[config.mk]
export PLATFORM = sky130hd
export DESIGN_NAME = lpm_ring_top
export DESIGN_NICKNAME = d
export VERILOG_FILES = /design/src/rtl/lpm_pkg.sv /design/src/rtl/lpm_resolve.sv /design/src/rtl/lpm_admit.sv /design/src/rtl/lpm_ring_top.sv
export SDC_FILE = /design/constraint.sdc
export NUM_CORES = 1
export LEC_CHECK = 0
export CORE_MARGIN = 3
export CORE_UTILIZATION = 30
export DETAILED_ROUTE_END_ITERATION = 8
export GPL_ROUTABILITY_DRIVEN = 0
export PLACE_DENSITY_LB_ADDON = 0.05
export SLEW_MARGIN = 15
export SYNTH_ARGS = -nofsm -noshare
export SYNTH_HDL_FRONTEND = slang
export SYNTH_SLANG_ARGS = --single-unit
[constraint.sdc]
create_clock -name clk -period 12.25 [get_ports clk]
set_clock_uncertainty 0.2 [all_clocks]
set_input_delay 3.675 -clock clk [delete_from_list [all_inputs] [get_ports clk]]
set_output_delay 3.675 -clock clk [all_outputs]
set_load 0.02 [all_outputs]
[src/rtl/lpm_pkg.sv]
package lpm_pkg;
  localparam int ADDR_W = 32;
  localparam int ENT_W  = 20;
  localparam int PTR_W  = ENT_W - 1;
  localparam int VAL_W  = 16;
  localparam int REST_W = ADDR_W - 16;
  localparam int STEP_W = 8;

  typedef enum logic [1:0] {LV_IDLE, LV_ONE, LV_TWO, LV_THREE} lvl_e;

  typedef struct packed {
    lvl_e               lvl;
    logic               done;
    logic [REST_W-1:0]  rest;
    logic [PTR_W-1:0]   ptr;
    logic [VAL_W-1:0]   val;
  } slot_t;

  function automatic lvl_e lvl_next(lvl_e l);
    case (l)
      LV_ONE:  return LV_TWO;
      LV_TWO:  return LV_THREE;
      default: return LV_IDLE;
    endcase
  endfunction
endpackage

[src/rtl/lpm_resolve.sv]
module lpm_resolve
  import lpm_pkg::*;
(
  input  slot_t             s_in,
  input  logic [ENT_W-1:0]  rdata,
  output slot_t             s_out
);
  logic live;
  assign live = (s_in.lvl != LV_IDLE) && !s_in.done;

  always_comb begin
    s_out = s_in;
    if (live) begin
      if (rdata[ENT_W-1]) begin
        s_out.done = 1'b1;
        s_out.val  = rdata[VAL_W-1:0];
      end else begin
        s_out.ptr  = rdata[PTR_W-1:0] + PTR_W'(s_in.rest[REST_W-1 -: STEP_W]);
        s_out.rest = s_in.rest << STEP_W;
      end
    end
  end
endmodule

[src/rtl/lpm_admit.sv]
module lpm_admit
  import lpm_pkg::*;
(
  input  logic              clk,
  input  logic              rst_n,
  input  slot_t             tail,
  input  logic              adv,
  input  logic              in_valid,
  input  logic [ADDR_W-1:0] in_addr,
  output logic              in_ready,
  output slot_t             head,
  output logic              mem_req,
  output logic [PTR_W-1:0]  mem_addr
);
  logic free;
  assign free     = (lvl_next(tail.lvl) == LV_IDLE);
  assign in_ready = adv && free;

  always_comb begin
    head     = '0;
    mem_req  = 1'b0;
    mem_addr = '0;
    if (free) begin
      if (in_valid && in_ready) begin
        head.lvl  = LV_ONE;
        head.rest = in_addr[REST_W-1:0];
        mem_req   = 1'b1;
        mem_addr  = PTR_W'(in_addr[ADDR_W-1:REST_W]);
      end
    end else begin
      head     = tail;
      head.lvl = lvl_next(tail.lvl);
      mem_req  = adv && !tail.done;
      mem_addr = tail.ptr;
    end
  end


  accept_req_chk: assert property (@(posedge clk) disable iff (!rst_n)
    (in_valid && in_ready) |-> (mem_req && mem_addr == PTR_W'(in_addr[ADDR_W-1:REST_W])));

  done_no_read_chk: assert property (@(posedge clk) disable iff (!rst_n)
    (!free && tail.done) |-> !mem_req);
endmodule

[src/rtl/lpm_ring_top.sv]
module lpm_ring_top
  import lpm_pkg::*;
#(
  parameter int LATENCY = 4
) (
  input  logic              clk,
  input  logic              rst_n,
  input  logic              in_valid,
  output logic              in_ready,
  input  logic [ADDR_W-1:0] in_addr,
  output logic              mem_req,
  output logic [PTR_W-1:0]  mem_addr,
  output logic              mem_adv,
  input  logic [ENT_W-1:0]  mem_rdata,
  output logic              out_valid,
  input  logic              out_ready,
  output logic [VAL_W-1:0]  out_data
);
  localparam int NSLOT = LATENCY + 1;
  localparam int LAST  = NSLOT - 1;

  slot_t ring [NSLOT];
  slot_t head, resolved;
  logic  stall, adv;

  assign out_valid = (ring[LAST].lvl == LV_THREE);
  assign out_data  = ring[LAST].val;
  assign stall     = out_valid && !out_ready;
  assign adv       = !stall;
  assign mem_adv   = adv;

  lpm_admit u_admit (
    .clk(clk), .rst_n(rst_n), .tail(ring[LAST]), .adv(adv),
    .in_valid(in_valid), .in_addr(in_addr), .in_ready(in_ready),
    .head(head), .mem_req(mem_req), .mem_addr(mem_addr)
  );

  lpm_resolve u_resolve (
    .s_in(ring[LAST-1]), .rdata(mem_rdata), .s_out(resolved)
  );

  always_ff @(posedge clk) begin
    if (!rst_n)   ring[0] <= '0;
    else if (adv) ring[0] <= head;
  end

  for (genvar k = 1; k < LAST; k++) begin : g_shift
    always_ff @(posedge clk) begin
      if (!rst_n)   ring[k] <= '0;
      else if (adv) ring[k] <= ring[k-1];
    end
  end

  always_ff @(posedge clk) begin
    if (!rst_n)   ring[LAST] <= '0;
    else if (adv) ring[LAST] <= resolved;
  end


  result_done_chk: assert property (@(posedge clk) disable iff (!rst_n)
    out_valid |-> ring[LAST].done);

  hold_out_chk: assert property (@(posedge clk) disable iff (!rst_n)
    (out_valid && !out_ready) |=> (out_valid && $stable(out_data)));

  stall_quiet_chk: assert property (@(posedge clk) disable iff (!rst_n)
    stall |-> (!mem_req && !in_ready));

  level_follow_chk: assert property (@(posedge clk) disable iff (!rst_n)
    $past(adv) |-> (ring[1].lvl == $past(ring[0].lvl)));
endmodule

== Word-level counts from Yosys, hierarchy flattened ==
Memory sizes are Yosys's and may differ from the RTL's.
Index checks and enable logic that the tools add are counted.

* Memory bits (writable): 270
* Memories: 1
* Input port bits: 56
* Output and inout bits: 39
* Bits in registers: 0

* Multiplexer cells: 24
* Equal/unequal tests: 3
* Bitwise gates (word level): 5
* $add $sub $neg: 1
* Reduce and logical (&&, ||, !) cells: 11

{| class="wikitable"
|+ Memory list
! memory !! depth !! width !! read ports !! clocked after memory_dff !! write ports !! line !! source
|-
| ring || 5 || 54 || 5 || 0 || 5 || lpm_ring_top.sv:22 || <nowiki>slot_t ring [NSLOT];</nowiki>
|}

{| class="wikitable"
|+ Operators by type and width
! kind !! count
|-
| two-way mux 54 bit || 5
|-
| two-way mux 35 bit || 2
|-
| two-way mux 16 bit || 4
|-
| two-way mux 52 bit || 1
|-
| adder 19 x 8 -> 19 bit || 1
|-
| two-way mux 19 bit || 1
|-
| two-way mux 1 bit || 9
|-
| logical AND 1 bit || 5
|-
| bitwise OR 1 bit || 5
|-
| equality test 2 bit (second input constant) || 2
|-
| zero test 1 bit || 4
|-
| one-hot mux 2 bit (2 select lines) || 1
|-
| equality test 2 x 1 -> 1 bit (second input constant) || 1
|-
| zero test 2 bit || 1
|-
| two-way mux 2 bit || 1
|-
| nonzero test 2 bit || 1
|}

== Logic depth before layout (Yosys ltp) ==
Gate-level depths: netlist of the first run.
An unclocked memory read counts as a cell.

* Word-level depth: 9
* Gate-level depth with buffers: 9
* Mapped depth without buffers: 9

== Cells and area by module ==
From an unflattened synthesis of the first run, not the netlist that was laid out.

* Cell total of the unflattened synthesis: 901
* Area, all modules: 12,218.0 um^2

{| class="wikitable"
|+ By module, submodules not included
! module !! instances !! cells an instance !! area an instance (um^2)
|-
| lpm_ring_top || 1 || 618 || 10,349.9
|-
| lpm_resolve || 1 || 177 || 1,133.6
|-
| lpm_admit || 1 || 106 || 734.5
|}

== Least setup slack after synthesis of the first run ==
OpenSTA, ideal clock, no wires.

* Kind: input port to flip-flop
* Start: input port rst_n
* End: memory ring[0][0] (netlist name) (enable)
* Path slack: 1,502 ps
* Arrival: 8,490 ps
* Required time: 9,992 ps
* Buffers on the path: 2
* Cell stages on the path: 3
* Cells stage by stage: clkbuf_1 -> clkbuf_1 -> nand2_1

{| class="wikitable"
|+ RTL lines
! element !! line !! source
|-
| start, declared || lpm_ring_top.sv:7 || <nowiki>input logic rst_n,</nowiki>
|-
| end, declared || lpm_ring_top.sv:22 ||
|}

== Final worst setup path of the first run ==
* Start: input port out_ready
* End: output port mem_addr[11]

* Cells in the longest elaborated chain, start to end: 7

{| class="wikitable"
|+ RTL lines
! element !! line !! source
|-
| start, declared || lpm_ring_top.sv:16 || <nowiki>input logic out_ready,</nowiki>
|-
| zero test 1 bit || lpm_ring_top.sv:28 || <nowiki>assign stall = out_valid && !out_ready;</nowiki>
|-
| logical AND 1 bit || lpm_ring_top.sv:28 ||
|-
| zero test 1 bit || lpm_ring_top.sv:29 || <nowiki>assign adv = !stall;</nowiki>
|-
| logical AND 1 bit || lpm_admit.sv:17 || <nowiki>assign in_ready = adv && free;</nowiki>
|-
| logical AND 1 bit || lpm_admit.sv:24 || <nowiki>if (in_valid && in_ready) begin</nowiki>
|-
| two-way mux 16 bit || lpm_admit.sv:24 ||
|-
| two-way mux 19 bit || lpm_admit.sv:23 || <nowiki>if (free) begin</nowiki>
|-
| end, declared || lpm_ring_top.sv:12 || <nowiki>output logic [PTR_W-1:0] mem_addr,</nowiki>
|}

No other way between the ends.

==> results.yml, run 1 <==
status:
  status: "finished, final reports clean"
timing:
  rsz0062_at_grt: "no"
  fin_crit_ns: 10.23
  setup-tns-final_ns: 0
  hold_viol_final: 0
  slew_headroom: 0.184
  finalWorstSetupSlack_ns: 2.02
  tightest_slew_ns: 1.22
  finalSetupViolations: 0
  fmax_mhz: 97.8
  slew_violations: 0
  fin_crit_sh: 0.835
  holdWs_ns: 0.342
synthesis:
  postSynthCellCount: 841
  yosysMostFrequentCell: "edfxtp_1"
  synth_edf_count: 270
  async_flop_share: 0
  yosys.area.top_type: "edfxtp_1"
  ys_ff_latch: 270
  syn_area_um2: 11300
  ys_seq_area_frac: 0.716
  ys_warn_count: 0
  synthTopCellsByArea: "edfxtp_1, and3_1, nand2_1"
  yosysUniqueCellTypes: 38
  syn_area_per_cell_um2: 13.5
  yosys-top-cells-count: "edfxtp_1, and3_1, nand2_1"
  synth_ff_type: "edfxtp_1"
  synth_nets: 908
  synth_top_area_frac: 0.716
routing:
  vias_per_cell: 4.81
  first_pass_iters: 4
  routed-via-count: 6840
  drtIter0Drc: 409
  drc: 0
  finalWirelength_um: 28100
  ant_nets: 0
  wire_per_inst_um: 19.7
final_layout:
  nNetsFinal: 963
  final_util: 0.368
  drive_gt1_frac: 0.0620
  fin_area_um2: 13600
  syn2layout_area_growth_pct: 19.7
  reg_top3: "ring x270"
  largest_reg_flops: 270
  num_antenna_cells: 0
  finalNonFillerCells: 1423
  top_register: "ring"
critical_path:
  end_kind: "output port"
  crit_slowest_cell: "and3_1"
  cp_top_family: "buffers and inverters"
  timing_worst_setup_path_type: "in2out"
  crit_top_cell: "clkdlybuf4s50_1"
  cp_slowest_stage_delay_ns: 0.86
  r2r_start: "ring[4][52]$_SDFFCE_PN0P_"
  critPathArrivalTime_ns: 6.35
  critPathLaunchType: "primary input"
  rr_endpoint: "ring[0][40]$_SDFFCE_PN0P_"
  worst-path-buf-inv: 3
  cp.required_ns: 8.38
  r2r_slack_ns: 8.63
  crit_fanout: 51
  r2r_cells: 9
  path_cells: "clkdlybuf4s50_1 -> nor2b_1 -> inv_4 -> and3_1 -> nand2_1 -> o21ai_0 -> clkdlybuf4s50_1"
cts:
  cts-root-buf: "clkbuf_16"
  cts_made_buffers: 31
  clk_latency_ns: 0.54
  clk_pin_slew_worst_paths_ns: 0.06
  h-tree-depth: 1
  cts_setup_buffers: 0
  cts_buffer_depth: 3
  cts_sinks: 270
  cts_resized: 0
  cts_tree: "built"
  ctsHoldBuffers: 0
floorplan:
  die_w_um: 200
  core_area_um2: 36900
  rows: 70
  die-area_um2: 40100
  ios: 95
  initial_core_util: 0.307
  die_height_um: 200
place:
  io_buffers: 94
  place_area_um2: 12600
  place_inst: 1367
  place_worst_setup_slack_ns: 1.99
  hpwl_um: 15900
pwr:
  power_mw: 1.94
  powerDensity_nw_per_um2: 143
  power.leakage_nw: 5.82
  irDropWorstVdd_mv: 0.0976
global_route:
  grt.total_usage: 0.136
  grt_max_degree: 190
  grt_pass1_wl_um: 43800
  grt_remaining_overflow: 0
  grt_pass1_vias: 6980
  grt_antenna_before_repair: 1
hold_path:
  whs_endpoint: "ring[0][43]$_SDFFCE_PN0P_"
  hold_class: "reg2reg"
  holdPathStages: 1
  hold_path_startpoint: "ring[4][43]$_SDFFCE_PN0P_"
job:
  drv_cap: 0
cells by family (layout without fill, tap and decap cells):
group,Yosys count,after routing,share of synthesized area
and+or+nand+nor,340,340,0.163
DFF,270,270,0.716
AOI/OAI and AO/OA,104,104,0.0583
buffers and inverters,103,181,0.0397
xor gates and xnor gates,12,12,0.00928
adders and majority gates,11,11,0.0128
muxes,1,1,0.000884
worst max path at each step:
| stage | startpoint | endpoint | slack, ns | cells after the start |
|---|---|---|---|---|
| 3_3_place_gp | out_ready | mem_addr[0] | 2.05 | 7 |
| 6_report | out_ready | mem_addr[11] | 2.02 | 7 |
| 4_1_cts | out_ready | mem_addr[2] | 1.98 | 7 |
| 2_1_floorplan | rst_n | ring[0][0]$_SDFFCE_PP0P_ | 1.50 | 3 |
| 5_1_grt | out_ready | mem_addr[0] | 1.80 | 7 |
| 3_5_place_dp | out_ready | mem_addr[2] | 1.99 | 7 |
per-layer routing:
layer | vias up | routed length (um) | global-route usage
met5 | - | 0 | 0
met4 | 0 | 403 | 0.0248
met3 | 32 | 1200 | 0.0202
met2 | 131 | 12800 | 0.212
met1 | 3471 | 13700 | 0.204
li1 | 3206 | - | -
worst register-to-register path: stages (launching register included):
cell	delay [ns]
edfxtp_1	0.36
ha_1	0.21
nor2b_1	0.41
inv_4	0.28
buf_4	0.36
nand2_2	0.11
buf_4	0.64
nor2_2	0.16
buf_4	0.32
a22o_1	0.32
power breakdown:
group	switching [mW]	total (mW)	internal [mW]
clock network	0.359	0.861	0.502
registers	0.00170	1.01	1.01
logic	0.0387	0.0690	0.0303
cell type report:
class                   count  area, um2
repair buffers            103       1020
clock buffers              39        806
clock inverters            17        124
inverters                  22       85.1
flip-flops and latches    270       8110
fillers                  3592      23300
multi-input cells         468       2790
well taps                 504        631
layout by cell type (no fill, tap or decap), types with 16 or more instances in the layout:
| cell type | n |
|---|---|
| inv_1 | 21 |
| edfxtp_1 | 270 |
| o21ai_0 | 24 |
| a21oi_1 | 43 |
| nor2_1 | 19 |
| clkbuf_16 | 31 |
| nand2_1 | 77 |
| nor3_1 | 17 |
| and3_1 | 178 |
| clkdlybuf4s50_1 | 93 |
| and2_1 | 22 |
| a22o_1 | 16 |
(Power assumes the default switching activity.)
==> inputs of run 2 (changes only) <==
clock period = 10.1 ns   (was 12.25 ns; I/O delays follow)
==> results.yml, run 2 (synthesis results as in run 1) <==
critical_path:
  crit_top_cell: "clkdlybuf4s50_1"
  r2r_start: "ring[4][53]$_SDFFCE_PN0P_"
  worst-path-buf-inv: 3
  cp.depth: 7
  path_cells: "clkdlybuf4s50_1 -> nor2b_1 -> inv_4 -> and3_1 -> nand2_1 -> o21ai_0 -> clkdlybuf4s50_1"
  r2r_cells: 7
  end_kind: "output port"
  r2r_slack_ns: 6.79
  crit_fanout: 17
  rr_endpoint: "ring[4][30]$_SDFFCE_PN0P_"
  timing_worst_setup_path_type: "in2out"
  cp.required_ns: 6.87
  crit_slowest_cell: "clkdlybuf4s50_1"
  critPathLaunchType: "primary input"
  cp_slowest_stage_delay_ns: 0.57
  critPathArrivalTime_ns: 5.48
  cp_top_family: "simple AND/OR/NAND/NOR gates"
routing:
  routed-via-count: 6845
  drtIter0Drc: 472
  first_pass_iters: 5
  ant_nets: 0
  finalWirelength_um: 27900
  vias_per_cell: 4.80
  drc: 0
  wire_per_inst_um: 19.6
final_layout:
  num_antenna_cells: 0
  drive_gt1_frac: 0.0641
  reg_top3: "ring x270"
  nNetsFinal: 966
  final_common_cell: "edfxtp_1"
  syn2layout_area_growth_pct: 20.4
  top_register: "ring"
  finalNonFillerCells: 1425
  layout_common_cells: "edfxtp_1, and3_1, clkdlybuf4s50_1"
  largest_reg_flops: 270
  fin_area_um2: 13600
cts:
  cts_setup_buffers: 0
  clk_pin_slew_worst_paths_ns: 0.06
  cts_buffer_depth: 3
  cts_sinks: 270
  cts_made_buffers: 34
  cts_resized: 0
  cts-root-buf: "clkbuf_16"
  h-tree-depth: 2
  ctsHoldBuffers: 0
  clk_latency_ns: 0.50
  cts_tree: "built"
global_route:
  grt_pass1_wl_um: 42900
  grt_remaining_overflow: 0
  grt_max_degree: 161
  grt.total_usage: 0.135
  grt_antenna_before_repair: 1
  grt_pass1_vias: 6903
timing:
  slew_headroom: 0.303
  fin_crit_ns: 8.71
  fin_crit_sh: 0.862
  fmax_mhz: 115
  hold_viol_final: 0
  finalSetupViolations: 0
  slew_violations: 0
  rsz0062_at_grt: "no"
  setup-tns-final_ns: 0
  tightest_slew_ns: 1.05
floorplan:
  ios: 95
  die-area_um2: 40100
  rows: 70
  core_area_um2: 36900
  die_height_um: 200
  die_w_um: 200
  initial_core_util: 0.307
pwr:
  irDropWorstVdd_mv: 0.0890
  power.leakage_nw: 5.85
  powerDensity_nw_per_um2: 177
  power_mw: 2.42
place:
  place_area_um2: 12600
  hpwl_um: 15600
  place_inst: 1367
  io_buffers: 94
hold_path:
  hold_path_startpoint: "ring[1][24]$_SDFFCE_PN0P_"
  hold_class: "reg2reg"
  whs_endpoint: "ring[2][24]$_SDFFCE_PN0P_"
  holdPathStages: 1
job:
  drv_cap: 0
status:
  status: "finished, final reports clean"
run 2: final cells by class:
class | instances | area [um2]
Clock buffer | 41 | 898
Clock inverter | 17 | 104
Fill cell | 3564 | 23200
Inverter | 22 | 85.1
Multi-Input combinational cell | 468 | 2800
Sequential cell | 270 | 8110
Tap cell | 504 | 631
Timing Repair Buffer | 103 | 1020
run 2: per-layer routing:
metal / part of all wire / global-route usage / routed length (um) / vias up
met5: 0 / 0 / 0 / -
met4: 0.017 / 0.0329 / 487 / 0
met3: 0.041 / 0.0267 / 1140 / 32
li1: - / - / - / 3212
met1: 0.49 / 0.196 / 13700 / 3472
met2: 0.45 / 0.208 / 12600 / 129
run 2: worst max-delay path by stage:
| stage | from | slack, ns | endpoint |
|---|---|---|---|
| after floorplan | out_ready | 2.69 | mem_addr[10] |
| after global placement | out_ready | 1.45 | mem_addr[15] |
| after detailed placement | out_ready | 1.33 | mem_addr[3] |
| after CTS | out_ready | 1.32 | mem_addr[3] |
| after global routing | out_ready | 1.24 | mem_addr[3] |
| final | out_ready | 1.39 | mem_addr[3] |
run 2: report_power, final:
part | switching, mW | total, mW | internal (mW)
Combinational | 0.0469 | 0.0837 | 0.0368
Sequential | 0.00202 | 1.23 | 1.22
Clock | 0.453 | 1.11 | 0.656
Total | 0.502 | 2.42 | 1.92
run 2: worst reg2reg max path, stage by stage, from the launching register on:
cell,delay [ns]
edfxtp_1,0.41
ha_1,0.24
nor2b_1,0.24
inv_4,0.15
buf_4,0.64
and2_1,0.65
o21ai_0,0.17
a211oi_1,0.39
run 2: through the flow:
step | hold WS, ns | util | worst slack (ns)
4_1_cts | 0.337 | 0.370 | 1.32
3_3_place_gp | 0.328 | 0.343 | 1.45
2_1_floorplan | 0.318 | - | 2.69
3_5_place_dp | 0.331 | 0.343 | 1.33
6_report | 0.333 | 0.370 | 1.39
5_1_grt | 0.357 | 0.370 | 1.24
